`src/rtl/bhc_pkg.sv`:
```
package bhc_pkg;

  typedef enum logic [2:0] {
    ACC_NONE,
    ACC_HOLD,
    ACC_VEC,
    ACC_ID,
    ACC_BAD
  } acc_kind_t;

  typedef struct packed {
    acc_kind_t  kind;
    logic [1:0] idx;
  } acc_dec_t;

  localparam logic [31:0] VEC_RST_DEFAULT = 32'h1000_0000;

  function automatic logic [7:0] id_byte(input logic [1:0] idx);
    case (idx)
      2'd0:    return 8'h0D;
      2'd1:    return 8'hF0;
      2'd2:    return 8'h05;
      default: return 8'hB1;
    endcase
  endfunction

endpackage

```
`src/rtl/bhc_decode.sv`:
```
module bhc_decode
  import bhc_pkg::*;
#(
  parameter int ADDR_W = 12,
  parameter int NC     = 2
) (
  input  logic              sel,
  input  logic [ADDR_W-1:0] addr,
  output acc_dec_t          dec
);

  localparam int WORDS    = 1 << (ADDR_W - 2);
  localparam int ID_FIRST = WORDS - 4;

  logic [ADDR_W-3:0] word;
  logic              unused_lsb;

  assign word       = addr[ADDR_W-1:2];
  assign unused_lsb = ^addr[1:0];

  always_comb begin
    dec.kind = ACC_NONE;
    dec.idx  = '0;
    if (sel) begin
      if (word == '0) begin
        dec.kind = ACC_HOLD;
      end else if (int'(word) <= NC) begin
        dec.kind = ACC_VEC;
        dec.idx  = 2'(int'(word) - 1);
      end else if (int'(word) >= ID_FIRST) begin
        dec.kind = ACC_ID;
        dec.idx  = word[1:0];
      end else begin
        dec.kind = ACC_BAD;
      end
    end
  end

endmodule

```
`src/rtl/bhc_core_slice.sv`:
```
module bhc_core_slice #(
  parameter bit          HOLD_RST = 1'b0,
  parameter logic [31:0] VEC_RST  = 32'h1000_0000
) (
  input  logic        clk,
  input  logic        rst_n,
  input  logic        wr_hold,
  input  logic        hold_wbit,
  input  logic        wr_vec,
  input  logic [31:0] vec_wdata,
  output logic        hold_q,
  output logic [31:0] vec_q,
  output logic        run_q,
  output logic        pulse_q,
  output logic [31:0] boot_q
);

  logic        hold_d;
  logic        run_d;
  logic        pulse_d;
  logic        release_now;
  logic [31:0] vec_d;
  logic [31:0] boot_d;

  always_comb begin
    release_now = wr_hold & hold_q & ~hold_wbit;
    hold_d      = wr_hold ? hold_wbit : hold_q;
    run_d       = run_q | release_now;
    pulse_d     = release_now;
    vec_d       = wr_vec ? vec_wdata : vec_q;
    boot_d      = release_now ? vec_q : boot_q;
  end

  always_ff @(posedge clk or negedge rst_n) begin
    if (!rst_n) begin
      hold_q  <= HOLD_RST;
      run_q   <= ~HOLD_RST;
      pulse_q <= 1'b0;
      vec_q   <= VEC_RST;
      boot_q  <= VEC_RST;
    end else begin
      hold_q  <= hold_d;
      run_q   <= run_d;
      pulse_q <= pulse_d;
      vec_q   <= vec_d;
      boot_q  <= boot_d;
    end
  end

endmodule

```
`src/rtl/boot_hold_ctrl.sv`:
```
module boot_hold_ctrl
  import bhc_pkg::*;
#(
  parameter bit          DUAL_CORE = 1'b1,
  parameter int          ADDR_W    = 12,
  parameter logic [31:0] VEC_RST   = VEC_RST_DEFAULT,
  localparam int         NC        = DUAL_CORE ? 2 : 1
) (
  input  logic              clk,
  input  logic              rst_n,
  input  logic              bus_sel,
  input  logic              bus_wr,
  input  logic [ADDR_W-1:0] bus_addr,
  input  logic [31:0]       bus_wdata,
  output logic [31:0]       bus_rdata,
  output logic              bus_err,
  output logic [NC-1:0]     core_run,
  output logic [NC-1:0]     core_rel_pulse,
  output logic [32*NC-1:0]  core_boot_vec
);

  acc_dec_t    dec;
  logic        wr_hold;
  logic        rd_en;
  logic [NC-1:0] hold_bits;
  logic [31:0] vec_q [NC];
  logic [31:0] rd_d;
  logic        err_d;
  logic [31:0] rdata_q;
  logic        err_q;

  bhc_decode #(
    .ADDR_W (ADDR_W),
    .NC     (NC)
  ) u_decode (
    .sel  (bus_sel),
    .addr (bus_addr),
    .dec  (dec)
  );

  assign wr_hold = bus_wr && (dec.kind == ACC_HOLD);
  assign rd_en   = bus_sel && !bus_wr;

  for (genvar i = 0; i < NC; i++) begin : g_core
    logic wr_vec_i;
    assign wr_vec_i = bus_wr && (dec.kind == ACC_VEC) && (dec.idx == 2'(i));

    bhc_core_slice #(
      .HOLD_RST (i != 0),
      .VEC_RST  (VEC_RST)
    ) u_slice (
      .clk       (clk),
      .rst_n     (rst_n),
      .wr_hold   (wr_hold),
      .hold_wbit (bus_wdata[i]),
      .wr_vec    (wr_vec_i),
      .vec_wdata (bus_wdata),
      .hold_q    (hold_bits[i]),
      .vec_q     (vec_q[i]),
      .run_q     (core_run[i]),
      .pulse_q   (core_rel_pulse[i]),
      .boot_q    (core_boot_vec[32*i +: 32])
    );
  end

  always_comb begin
    rd_d = '0;
    case (dec.kind)
      ACC_HOLD: rd_d = 32'(hold_bits);
      ACC_VEC: begin
        for (int i = 0; i < NC; i++) begin
          if (dec.idx == 2'(i)) rd_d = vec_q[i];
        end
      end
      ACC_ID:  rd_d = {24'b0, id_byte(dec.idx)};
      default: rd_d = '0;
    endcase
    err_d = (dec.kind == ACC_BAD);
  end

  always_ff @(posedge clk or negedge rst_n) begin
    if (!rst_n) begin
      rdata_q <= '0;
      err_q   <= 1'b0;
    end else begin
      if (rd_en) rdata_q <= rd_d;
      err_q <= err_d;
    end
  end

  assign bus_rdata = rdata_q;
  assign bus_err   = err_q;

endmodule

```
`config.mk`:
```
export PLATFORM = sky130hd
export DESIGN_NAME = boot_hold_ctrl
export DESIGN_NICKNAME = d
export VERILOG_FILES = /design/src/rtl/bhc_pkg.sv /design/src/rtl/bhc_decode.sv /design/src/rtl/bhc_core_slice.sv /design/src/rtl/boot_hold_ctrl.sv
export SDC_FILE = /design/constraint.sdc
export NUM_CORES = 1
export LEC_CHECK = 0
export BUFFER_PORTS_ARGS = -buffer_cell sky130_fd_sc_hd__buf_2
export CORE_MARGIN = 2
export CORE_UTILIZATION = 54
export CTS_CLUSTER_DIAMETER = 150
export DETAILED_ROUTE_END_ITERATION = 10
export PLACE_DENSITY = 0.83
export SYNTH_ARGS = -nofsm -noshare
export SYNTH_HDL_FRONTEND = slang
export SYNTH_SLANG_ARGS = --single-unit
```
`constraint.sdc`:
```
create_clock -name clk -period 2.05 [get_ports clk]
set_input_delay 0.3075 -clock clk [delete_from_list [all_inputs] [get_ports clk]]
set_output_delay 0.3075 -clock clk [all_outputs]
set_load 0.05 [all_outputs]
```
==> results of run 1 <==
==> per-layer routing <==
metal	vias up	GRT usage [%]
met5	-	0
met4	0	9.68
met3	16	5.39
met2	127	41.7
met1	2385	31.9
li1	2089	-
==> worst max-delay path, stage by stage <==
cell     delay (ns)
buf_2          0.12
or4_1          0.56
nor3_2         0.23
nand2_1        0.14
nor3_4         0.25
buf_12         0.21
mux2_2         0.36
==> path summary, 6_finish.rpt <==
kind / slack (ns) / cells after the start / from / endpoint
hold / removal: 0.13 / 2 / bus_wdata[17] / g_core[1].u_slice.vec_q[17]$_DFFE_PN0P_
setup / recovery: 0.17 / 7 / bus_addr[5] / g_core[1].u_slice.vec_q[29]$_DFFE_PN0P_
hold reg to reg: 0.47 / 1 / g_core[1].u_slice.run_q$_DFF_PN0_ / g_core[1].u_slice.run_q$_DFF_PN0_
min in group asynchronous: 0.38 / 2 / rst_n / g_core[0].u_slice.boot_q[29]$_DFFE_PN0P_
max in group asynchronous: 1.03 / 3 / rst_n / g_core[0].u_slice.boot_q[15]$_DFFE_PN0P_
setup reg to reg: 0.51 / 3 / g_core[1].u_slice.hold_q$_DFFE_PN1N_ / g_core[1].u_slice.boot_q[14]$_DFFE_PN0P_
==> cell usage after synthesis (3+ instances only) <==
library cell | instances | area [um2]
or2_2 | 3 | 18.8
nor2_1 | 6 | 22.5
or4_1 | 4 | 30.0
a21oi_1 | 3 | 15.0
dfstp_2 | 6 | 158
inv_1 | 4 | 15.0
clkbuf_1 | 8 | 30.0
a22oi_1 | 26 | 195
a221oi_1 | 3 | 26.3
mux2_2 | 101 | 1140
mux2_1 | 29 | 327
dfrtp_1 | 161 | 4030
nand2_1 | 68 | 255
buf_2 | 4 | 20.0
nand2b_1 | 3 | 18.8
a31oi_1 | 3 | 18.8
buf_1 | 3 | 11.3
buf_4 | 13 | 97.6
==> cell families after synthesis <==
family	count (synthesis)	share of synthesized area, %
flops	167	62.2
mux	130	21.7
simple gates	104	7.88
compound gates	47	5.43
buf+inv	32	2.58
fa+ha+maj	1	0.186
==> state kept, by name (all words and copies together), names as in the netlist <==
signal / count
g_core.u_slice.boot_q: 64
g_core.u_slice.vec_q: 64
bus_rdata: 32
g_core.u_slice.hold_q: 2
g_core.u_slice.pulse_q: 2
g_core.u_slice.run_q: 2
bus_err: 1
==> power breakdown <==
group          leakage, uW  switching, uW  internal [uW]  total, uW
logic              0.00215            174           96.9        271
clock network     0.000273           1280           1820       3110
registers          0.00231           10.1           3310       3320
total              0.00473           1470           5230       6700
==> what timing repair did <==
| action | CTS | global route |
|---|---|---|
| hold buffers | 1 | 0 |
| endpoints found under the hold margin | 36 | 0 |
| resized for setup | 0 | 0 |
| buffers inserted | 0 | 0 |
==> area by class of cell <==
cell class	count	area (um2)	share of cell area, %
Clock inverter	12	128	1.48
Clock buffer	20	447	5.19
Multi-Input combinational cell	282	2390	27.8
Sequential cell	167	4190	48.7
Timing Repair Buffer	194	1220	14.2
Tap cell	168	210	2.44
Inverter	4	15.0	0.174
==> placed cells by master (no fill, tap or decap), types with 6 or more instances in the layout <==
cell | synthesis | final
nand2_1 | 68 | 67
a22oi_1 | 26 | 26
clkbuf_16 | 0 | 17
dfstp_2 | 6 | 6
buf_4 | 13 | 37
buf_2 | 4 | 145
mux2_2 | 101 | 101
buf_12 | 0 | 10
nor2_1 | 6 | 6
mux2_1 | 29 | 28
dfrtp_1 | 161 | 161
==> per-stage QoR <==
step / setup TNS [ns] / hold WS, ns / area [um2] / cells / utilization, %
3_5_place_dp: -26.17 / 0.263 / 8020 / 814 / 66.2
4_1_cts: 0 / 0.113 / 8600 / 847 / 71.0
6_report: 0 / 0.131 / 8600 / 847 / 71.0
2_1_floorplan: -1.69 / 0.0119 / 6760 / 481 / -
3_3_place_gp: -25.12 / 0.256 / 8020 / 814 / 66.2
5_1_grt: 0 / 0.120 / 8600 / 847 / 71.0
==> impl_results.md, run 1 <==
* Seq cells post-synth at 167
* Die width at 116 um
* Hold Fails Final Rpt at 0
* CTS root buffer: clkbuf_16
* Required @ worst endpoint at 2.35 ns
* Worst-Margin Slew at 0.449 ns
* M1 WL at 6.70 mm
* Total design power at 6700 uW
* GR Util All Layers at 24.9%
* Cell Pwr Density at 779 nW/um2
* CTS Buffer Depth at 2
* Setup violations, final at 0
* Rel. slew slack at 69.7%
* Routability cong. at 0.856
* Fin crit period at 1.88 ns
* Area Overhead vs Synth at 27.8%
* Class of the worst hold path: input port to flip-flop
* FP Rows at 40
* CORE AREA at 12100 um2
* Max capacitance violation total at 0
* CP max FO at 16
* Max Fclk at 531 MHz
* GR Overflow Total at 0
* Via Count at 4617
* Via count of the first global-routing pass at 4800
* Starting Density at 55.6%
* Static Leak at 0.00473 uW
* Filler cells at 838
* Status: complete, no violations
* 1st-iter DRT viols at 311
* Inserted Clock Buffers at 17
* Met3 routed WL at 714 um
* RSZ-0062 raised after global routing: false
* Clock Sinks at 167
* Die area at 13400 um2
* First-pass GRT wire length at 25.1 mm
* Reg clk slew, reported paths at 0.06 ns
* CP Class: input port to flip-flop
* DRT Wirelength at 15.6 mm
* Met2 routed WL at 7.93 mm
* Die extent in y at 116 um
* Max Used Layer: met4
* Ports at 149
* Post-route DRC at 0
* Clk_skew at 0.00724 ns
* Skew-Pair Late Insertion Delay at 0.42 ns
* I/O Buffers at 146
* EDFF count, synth at 0
* Syn Std Cell Area at 6730 um2
* DP Worst Slack at -0.231 ns
* Pins Over Slew Limit at 0
* H-tree Lvls at 4
* Synth unique cells at 41
* CP Capture Type: flip-flop
* N_diodes at 0
* Initial antenna violation count at 0
* Share of layout cells above drive strength 1 at 50.7%
* FFs w/ async S/R, synth at 100%
* Period utilisation layout at 91.9%
* DR WL/cell at 18.4 um
* Net Count, Synth at 530
* Peak VDD IR at 0.540 mV
* Critical Path Start Type: input port
* Synthesis Warnings at 0
* CTS tree: built
* Largest net degree at the start of global routing at 59
* Register area share after synthesis at 62.2%
* Setup ws final at 0.166 ns
* Ys flop type: dfrtp_1
* Drt pass-1 iters at 4
* Via density per instance at 5.45
* Nets at 715
* Final ANT Viol Nets at 0
* Detailed placement HPWL at 10.8 mm
* Mapped Cells at 481
* Syn Area/Cell at 14.0 um2
* Arr. time, crit path at 2.18 ns
(Power assumes the default switching activity.)
==> inputs of run 2 (changes only) <==
--- a/config.mk
+++ b/config.mk
@@ -11,6 +11,7 @@
 export CTS_CLUSTER_DIAMETER = 150
 export DETAILED_ROUTE_END_ITERATION = 10
 export PLACE_DENSITY = 0.83
+export RECOVER_POWER = 50
 export SYNTH_ARGS = -nofsm -noshare
 export SYNTH_HDL_FRONTEND = slang
 export SYNTH_SLANG_ARGS = --single-unit
==> run 2 against run 1 <==
- fmax is 1.1% lower
- critical path depth stayed put
- register-to-register slack hardly changed
- critical path type unchanged
- critical endpoint is now g_core[1].u_slice.boot_q[14]$_DFFE_PN0P_
- largest power group unchanged
==> impl_results.md, run 2 (synthesized netlist as in run 1, its figures left out) <==
* 1st-iter DRT viols at 317 (+1.9%)
* Setup violations, final at 0 (unchanged)
* Post-Place Cells at 814 (unchanged)
* Worst r2r path cells at 3 (unchanged)
* CP max FO at 17 (+1)
* Reg clk slew, reported paths at 0.06 ns (about the same)
* CP Capture Type: flip-flop
* Post-CTS Setup Inserts at 0 (unchanged)
* Max Fclk at 525 MHz (-1.1%)
* Class of the worst hold path: input port to flip-flop
* R2r setup slk at 0.51 ns (about the same)
* PostCTS Resize Cnt at 0 (unchanged)
* CORE AREA at 12100 um2 (unchanged)
* Detailed placement HPWL at 10.8 mm (unchanged)
* GR Overflow Total at 0 (unchanged)
* Via Count at 4645 (+0.61%)
* Commonest non-fill, non-tap cell in the layout: dfrtp_1
* Arr. time, crit path at 2.21 ns (+0.03 ns)
* Ports at 149 (unchanged)
* Clock Sinks at 167 (unchanged)
* Crit path from: bus_addr[9]
* N_diodes at 0 (unchanged)
* Required @ worst endpoint at 2.36 ns (about the same)
* Static Leak at 0.00452 uW (-4.5%)
* Final Cell Area at 8530 um2 (-0.89%)
* FF-to-FF End: g_core[1].u_slice.boot_q[14]$_DFFE_PN0P_
* Largest net degree at the start of global routing at 59 (unchanged)
* CTS tree: built
* R2R Path Start: g_core[1].u_slice.hold_q$_DFFE_PN1N_
* Pins Over Slew Limit at 0 (unchanged)
* Worst-Margin Slew at 1.10 ns (+0.656 ns)
* Die area at 13400 um2 (unchanged)
* Post-DP Area at 8020 um2 (unchanged)
* Rel. slew slack at 26.4% (-43 points)
* Commonest non-fill, non-tap cells in the layout: dfrtp_1, mux2_2, buf_2
* Hold depth at 2 (unchanged)
* Total design power at 6700 uW (about the same)
* Inserted Clock Buffers at 17 (unchanged)
* Fin crit period at 1.91 ns (+0.0212 ns)
* Routability cong. at 0.856 (unchanged)
* Hold_sp: bus_wdata[11]
* Nets at 715 (unchanged)
* Via count of the first global-routing pass at 4800 (unchanged)
* Status: complete, no violations
* DR WL/cell at 18.4 um (+0.20%)
* I/O Buffers at 146 (unchanged)
* Max capacitance violation total at 0 (unchanged)
* Filler cells at 869 (+3.7%)
* First-pass GRT wire length at 25.1 mm (unchanged)
* Skew-Pair Late Insertion Delay at 0.42 ns (about the same)
* CTS root buffer: clkbuf_16
* Area of the multi-input gates at 2390 um2 (unchanged)
* Drt pass-1 iters at 5 (+1)
* Die width at 116 um (unchanged)
* Via density per instance at 5.48 (+0.61%)
* Share of layout cells above drive strength 1 at 43.7% (-6.9 points)
* CP Class: input port to flip-flop
* Final hold slack at 0.127 ns (-0.00381 ns)
* Period utilisation layout at 92.9% (+1.0 points)
* FP Rows at 40 (unchanged)
* GR Util All Layers at 24.9% (unchanged)
* Hold Fails Final Rpt at 0 (unchanged)
* DRT Wirelength at 15.6 mm (+0.20%)
* Die extent in y at 116 um (unchanged)
* Critical Path Start Type: input port
* H-tree Lvls at 4 (unchanged)
* RSZ-0062 raised after global routing: false
* Starting Density at 55.6% (unchanged)
* Layout Cells excl Fill at 847 (unchanged)
* Cell Pwr Density at 786 nW/um2 (+0.92%)
* Post-route DRC at 0 (unchanged)
* CTS Buffer Depth at 2 (unchanged)
* Register area at 4190 um2 (unchanged)
* Peak VDD IR at 0.540 mV (about the same)
* Clk_skew at 0.00735 ns (+0.000108 ns)
* Initial antenna violation count at 0 (unchanged)
* Area Overhead vs Synth at 26.7%
* Hold Path Sink: g_core[0].u_slice.vec_q[11]$_DFFE_PN0P_
* Final ANT Viol Nets at 0 (unchanged)
==> run 2: cell types whose count changed in the layout (fill, tap and decap cells not counted), sizes merged <==
cell    before  now
clkbuf      20   70
buf        193  143
==> run 2: timing repair <==
action                                  CTS  global route
endpoints found under the setup margin    0             0
hold buffers                              1             0
endpoints found under the hold margin    36             0
==> run 2: routing by layer <==
layer  part of all wire (%)  track usage (%)  vias up
li1                       -                -     2092
met1                     42             31.9     2395
met2                     51             41.7      134
met3                    5.0             5.39       24
met4                    2.0             9.68        0
met5                      0                0        -
==> run 2: metrics by stage <==
step | utilization (%) | TNS (ns) | setup slack, ns
final | 70.4 | 0 | 0.145
after global routing | 70.4 | 0 | 0.0558
after CTS | 71.0 | 0 | 0.175
after detailed placement | 66.2 | -26.17 | -0.231
after global placement | 66.2 | -25.12 | -0.221
after floorplan | - | -1.69 | -0.0634
==> run 2: area by class of cell <==
type                    count  share of cell area, %
multi-input cells         282                   28.1
clock inverters            12                   1.50
inverters                   4                  0.176
clock buffers              20                   5.24
repair buffers            194                   13.5
well taps                 168                   2.46
flip-flops and latches    167                   49.1
==> run 2: how the worst max path moves through the flow <==
stage,slack [ns],endpoint
detailed placement,-0.23,g_core[1].u_slice.vec_q[4]$_DFFE_PN0P_
CTS,0.17,g_core[1].u_slice.vec_q[29]$_DFFE_PN0P_
global placement,-0.22,bus_rdata[4]$_DFFE_PN0P_
floorplan,-0.06,g_core[1].u_slice.boot_q[10]$_DFFE_PN0P_
finish,0.14,g_core[1].u_slice.boot_q[14]$_DFFE_PN0P_
global route,0.06,g_core[0].u_slice.boot_q[6]$_DFFE_PN0P_
==> run 2: critical path, stage by stage <==
cell and delay, ns:
buf_2 0.12, nor4_4 0.29, nand3_1 0.16, or2_0 0.38, nor3b_4 0.37, buf_12 0.22
mux2_1 0.35
==> run 2: power breakdown <==
group / internal [uW] / total (uW) / leakage, uW / switching [uW]
clock: 1820 / 3120 / 0.000273 / 1290
combinational: 92.3 / 266 / 0.00194 / 173
sequential: 3310 / 3320 / 0.00231 / 10.0
total: 5230 / 6700 / 0.00452 / 1480
